## src/rtl/keystore_spi.sv

```systemverilog
module keystore_spi #(
  parameter int          DIV       = 4,
  parameter int          STAT_W    = 32,
  parameter int          KEY_W     = 256,
  parameter logic [15:0] STAT_ADDR = 16'h0000,
  parameter logic [15:0] KEY_ADDR  = 16'h0010,
  parameter logic [7:0]  MODE_VAL  = 8'h40
) (
  input  logic              clk,
  input  logic              rst_n,
  input  logic              cmd_init,
  input  logic              cmd_write,
  input  logic              cmd_read,
  input  logic              target_key,
  input  logic [STAT_W-1:0] status_in,
  input  logic [KEY_W-1:0]  key_in,
  output logic              ready,
  output logic [STAT_W-1:0] status_out,
  output logic [KEY_W-1:0]  key_out,
  output logic              spi_sck,
  output logic              spi_csn,
  output logic              spi_mosi,
  input  logic              spi_miso
);

  localparam int HALF    = DIV / 2;
  localparam int FRAME_W = 24 + KEY_W;
  localparam int CW      = $clog2(FRAME_W + 1);
  localparam int TW      = $clog2(DIV + 1);
  localparam logic [7:0] OP_WRSR  = 8'h01;
  localparam logic [7:0] OP_WRITE = 8'h02;
  localparam logic [7:0] OP_READ  = 8'h03;

  typedef enum logic [1:0] {IDLE, SHIFT, GAP} st_t;

  st_t                st;
  logic [TW-1:0]      tick;
  logic [CW-1:0]      nbit, bitidx;
  logic [FRAME_W-1:0] txsr, frame;
  logic [KEY_W-1:0]   rxsr, payload;
  logic [CW-1:0]      len;
  logic               is_rd, sel_k;
  logic [15:0]        addr;

  assign ready    = (st == IDLE);
  assign spi_mosi = txsr[FRAME_W-1];
  assign addr     = target_key ? KEY_ADDR : STAT_ADDR;
  assign payload  = target_key ? key_in : {status_in, {(KEY_W-STAT_W){1'b0}}};

  always_comb begin
    if (cmd_init) begin
      frame = {OP_WRSR, MODE_VAL, {(FRAME_W-16){1'b0}}};
      len   = CW'(16);
    end else if (cmd_write) begin
      frame = {OP_WRITE, addr, payload};
      len   = target_key ? CW'(24 + KEY_W) : CW'(24 + STAT_W);
    end else begin
      frame = {OP_READ, addr, {KEY_W{1'b0}}};
      len   = target_key ? CW'(24 + KEY_W) : CW'(24 + STAT_W);
    end
  end

  always_ff @(posedge clk or negedge rst_n) begin
    if (!rst_n) begin
      st         <= IDLE;
      tick       <= '0;
      nbit       <= '0;
      bitidx     <= '0;
      txsr       <= '0;
      rxsr       <= '0;
      is_rd      <= 1'b0;
      sel_k      <= 1'b0;
      spi_sck    <= 1'b0;
      spi_csn    <= 1'b1;
      status_out <= '0;
      key_out    <= '0;
    end else begin
      case (st)
        IDLE: if (cmd_init | cmd_write | cmd_read) begin
          txsr    <= frame;
          nbit    <= len;
          bitidx  <= '0;
          is_rd   <= ~cmd_init & ~cmd_write;
          sel_k   <= target_key;
          tick    <= '0;
          spi_csn <= 1'b0;
          st      <= SHIFT;
        end
        SHIFT: if (tick == TW'(HALF - 1)) begin
          tick <= '0;
          if (!spi_sck) begin
            spi_sck <= 1'b1;
            rxsr    <= {rxsr[KEY_W-2:0], spi_miso};
          end else begin
            spi_sck <= 1'b0;
            if (bitidx == nbit - CW'(1)) begin
              spi_csn <= 1'b1;
              st      <= GAP;
              if (is_rd) begin
                if (sel_k) key_out    <= rxsr;
                else       status_out <= rxsr[STAT_W-1:0];
              end
            end else begin
              bitidx <= bitidx + CW'(1);
              txsr   <= txsr << 1;
            end
          end
        end else begin
          tick <= tick + TW'(1);
        end
        GAP: if (tick == TW'(DIV - 1)) begin
          tick <= '0;
          st   <= IDLE;
        end else begin
          tick <= tick + TW'(1);
        end
        default: st <= IDLE;
      endcase
    end
  end

endmodule

```

## config.mk

```make
export PLATFORM = sky130hd
export DESIGN_NAME = keystore_spi
export DESIGN_NICKNAME = d
export VERILOG_FILES = /design/src/rtl/keystore_spi.sv
export SDC_FILE = /design/constraint.sdc
export NUM_CORES = 1
export LEC_CHECK = 0
export ABC_AREA = 1
export BUFFER_PORTS_ARGS = -buffer_cell sky130_fd_sc_hd__buf_4
export CELL_PAD_IN_SITES_DETAIL_PLACEMENT = 1
export CELL_PAD_IN_SITES_GLOBAL_PLACEMENT = 2
export CORE_MARGIN = 8
export CORE_UTILIZATION = 25
export DETAILED_ROUTE_END_ITERATION = 8
export PLACE_DENSITY_LB_ADDON = 0.25
export SYNTH_ARGS = -nofsm -noshare
export SYNTH_HDL_FRONTEND = slang
export SYNTH_SLANG_ARGS = --single-unit
```

## constraint.sdc

```tcl
create_clock -name clk -period 2.6 [get_ports clk]
set_clock_uncertainty 0.1 [all_clocks]
set_input_delay 0.52 -clock clk [delete_from_list [all_inputs] [get_ports clk]]
set_output_delay 0.52 -clock clk [all_outputs]
set_load 0.005 [all_outputs]
```

==> summary.md <==
| Metric | Value |
|---|---|
| Wire per inst | `between 15 and 20 um` |
| Net Count, Synth | `around 4400` |
| Core ar. | `approximately 0.15 mm2` |
| CP Class | `flop to flop` |
| Final setup fails | `0` |
| Slowest library cell on the worst path | `o21ai_0` |
| Clock tree sinks | `approximately 850` |
| Top cells by instance count after synthesis | `nand2_1 (1469), dfrtp_1 (845), o21ai_0 (312)` |
| Share of the synthesized area in the top cell type | `0.561` |
| Ratio of cells with drive above 1 in the final layout | `0.204` |
| Static leakage | `between 0.02 and 0.03 uW` |
| Peak supply drop | `between 600 and 700 uV` |
| Chip Height | `a little over 400 um` |
| Power per cell area | `about 880 mW/mm2` |
| Cts bufs inserted | `~100` |
| Post-route minimum period | `about 2400 ps` |
| Worst min path class | `primary input to flop` |
| Synth Warn # | `0` |
| Initial core utilization | `0.252` |
| Met1 Usage GRT | `0.227` |
| Drt first-iter violations | `about 1600` |
| Most Used Layer, Global Route | `met2` |
| DRC | `0` |
| Htree depth | `3` |
| Max-slew violation count | `0` |
| Top cells by area, synth | `dfrtp_1 (56%), nand2_1 (15%), mux2_1 (6.1%)` |
| Final hold vios | `0` |
| Yosys cell types | `29` |
| Total number of vias | `30700` |
| PortBufs | `about 600` |
| Final wirelength | `around 130000 um` |
| Min-delay src | `key_in[222]` |
| Post-Syn Area | `0.0377 mm2` |
| FP Rows | `between 100 and 150` |
| Util after Layout | `0.324` |
| Max incr delay on CP | `roughly 500 ps` |
| Drt first pass iters | `5` |
| Largest net degree at the start of global routing | `between 100 and 150` |
| Met2 Use GR | `0.245` |
| Hold Crit Endpoint | `txsr[222]` |
| Sum Neg Setup Slack | `0 ps` |
| Antenna violation net count after detailed routing | `0` |
| Max Fclk | `roughly 410 MHz` |
| Clk slew on worst S/H paths | `60 ps` |
| Actual slew at the worst max-slew pin | `between 800 and 900 ps` |
| CTS root buf | `clkbuf_16` |
| Reg2reg start | `st[1]` |
| CP max FO | `96` |
| Die area | `~0.16 mm2` |
| FFs w/ async S/R, synth | `1.00` |
| Avg Cell Area, Syn | `around 9.1 um2` |
| Max_cap viols | `0` |
| FF-to-FF End | `txsr[48]` |
| DP Area | `approximately 0.045 mm2` |
| Startpoint Class | `flop` |
| Main synth FF type | `dfrtp_1` |
| Arrival time worst endpoint | `2960 ps` |
| GR met3 Demand/Resource | `0.0389` |
| CTS tree | `yes` |
| Worst R2R Path Depth | `8` |
| Post-synthesis sequential area ratio | `0.561` |
| Routed vias/inst | `approximately 4.5` |
| Layout Area Growth over Synthesis | `28.6%` |
| Post-synth EDFFs | `0` |
| Worst Hold Depth | `5` |
| Unrepaired setup endpoints after global routing | `false` |
| CP Data Required Time | `~3100 ps` |
| Max Root-Sink Buffers | `3` |
| Status | `completed` |
| Gate Count Post-Synth | `approximately 4000` |
| Layout net count | `4948` |
| Total global routing track utilization | `0.160` |
| Top-count cell post-synth | `nand2_1` |
| Fin area | `~0.048 mm2` |
| Period Utilization, post-route | `0.939` |
| Grt total ovfl | `0` |
| Routability cong. | `about 0.74` |
| Vias in the first global route | `~33000` |
| Die X-Extent | `between 400 and 500 um` |
| Cell Chain, Critical Path | `inv_1, ha_4, inv_2, nand3_4, buf_12, o21ai_0, nand4_1, nand2_1` |
| Worst setup EP type | `flop` |
| #FFs+latches synth | `roughly 850` |
| Top Ports | `587` |
| Post-CTS Repair Setup Buffers | `0` |
| Worst reg-to-reg setup slack | `around 160 ps` |
| Global-route wire length before repair | `209000 um` |
| Relative slew margins | `0.454` |
| HPWL Detailed | `around 88000 um` |
| Insertion delay to the later sink of the worst-skew pair | `700 ps` |
| Initial antenna violation count | `10` |
| Area leader, netlist | `dfrtp_1` |
==> placed cells by master (no fill, tap or decap), types with 2 or more instances in the layout <==
| master | netlist | routed |
|---|---|---|
| clkbuf_1 | 137 | 20 |
| inv_2 | 3 | 3 |
| clkinvlp_4 | 0 | 9 |
| mux2_2 | 49 | 49 |
| clkinv_2 | 0 | 17 |
| nor2_1 | 81 | 81 |
| o31ai_1 | 33 | 33 |
| nand3_1 | 18 | 16 |
| clkinv_4 | 0 | 2 |
| clkbuf_8 | 0 | 20 |
| o21ai_1 | 210 | 210 |
| nand2_1 | 1469 | 1468 |
| mux2_1 | 205 | 205 |
| nand4_1 | 294 | 294 |
| clkbuf_16 | 0 | 104 |
| inv_16 | 0 | 2 |
| inv_6 | 0 | 4 |
| dfrtp_1 | 845 | 845 |
| buf_12 | 0 | 67 |
| bufinv_16 | 0 | 12 |
| dlygate4sd3_1 | 0 | 5 |
| a21oi_1 | 4 | 4 |
| buf_4 | 57 | 652 |
| ha_1 | 11 | 10 |
| diode_2 | 0 | 5 |
| nor2_2 | 5 | 2 |
| clkinv_8 | 0 | 2 |
| o21ai_0 | 312 | 312 |
| clkinv_16 | 0 | 2 |
| buf_6 | 46 | 3 |
| nor3_1 | 2 | 2 |
| inv_1 | 257 | 257 |
| nor2_4 | 1 | 4 |
| nand3_4 | 0 | 3 |
==> through the flow <==
step,worst slack (ps),instances,hold slack (ps),power [uW]
5_1_grt,5.53,6748,86.5,45000
6_report,158,6751,119,42400
4_1_cts,44.6,6746,28.6,43400
3_5_place_dp,47.0,6547,358,27500
3_3_place_gp,55.1,6547,353,27300
2_1_floorplan,448,4123,124,23000
==> cells by family (layout without fill, tap and decap cells) <==
| kind of cell | Yosys count | after routing | synth area share |
|---|---|---|---|
| AO/OA/AOI/OAI | 561 | 561 | 0.0767 |
| flip-flops | 846 | 846 | 0.561 |
| AND/OR/NAND/NOR | 1875 | 1875 | 0.208 |
| other | 0 | 5 | 0 |
| adder cells (fa/ha/maj) | 11 | 11 | 0.00365 |
| multiplexers | 254 | 254 | 0.0759 |
| buffers and inverters | 576 | 1183 | 0.0744 |
==> flip-flops by register name, indices dropped and copies added, names as in the netlist <==
signal,cells
bitidx,9
is_rd,1
key_out,256
nbit,4
rxsr,256
sel_k,1
spi_csn,1
spi_sck,1
st,2
status_out,32
tick,3
txsr,280
==> critical path: cells and delay by family (launching register included) <==
family          cells  cell delay (ps)
compound gates      1              500
buf+inv             3              570
flops               1              410
fa+ha+maj           1              190
simple gates        3              440
==> how the worst max path moves through the flow <==
| stage | end | from | slack (ps) |
|---|---|---|---|
| after global placement | key_out[16] | nbit[3] | 60 |
| after floorplan | key_out[119] | nbit[3] | 450 |
| final | txsr[48] | st[1] | 160 |
| after global routing | txsr[260] | nbit[3] | 6 |
| after detailed placement | key_out[8] | nbit[3] | 50 |
| after CTS | status_out[10] | nbit[3] | 40 |
==> final cells by class <==
class                   instances  area (um2)
diodes                          5        12.5
clock buffers                 144        2950
clock inverters                50         698
fillers                     17208      101000
inverters                     261         980
multi-input cells            2701       13800
flip-flops and latches        846       21200
well taps                    2016        2520
repair buffers                728        6330
==> power by group <==
group | switching [uW] | internal, uW | leakage [uW]
Clock | 6260 | 9200 | 0.00177
Combinational | 7430 | 3420 | 0.0128
Sequential | 1080 | 15100 | 0.0117
==> repair_timing <==
item                                    4_1_cts  5_1_grt
endpoints found under the setup margin        0       50
resized for setup                             0        4
hold buffers                                  5        0
hold endpoints to repair                     23        0
==> layer usage <==
metal | part of all wire | vias to the layer above | wire (um)
met5 | 0.00020 | - | 27
met2 | 0.44 | 546 | 59200
met3 | 0.058 | 139 | 7740
li1 | - | 14545 | -
met1 | 0.48 | 15466 | 63700
met4 | 0.018 | 4 | 2410
Power figures use the tool's default switching activity.
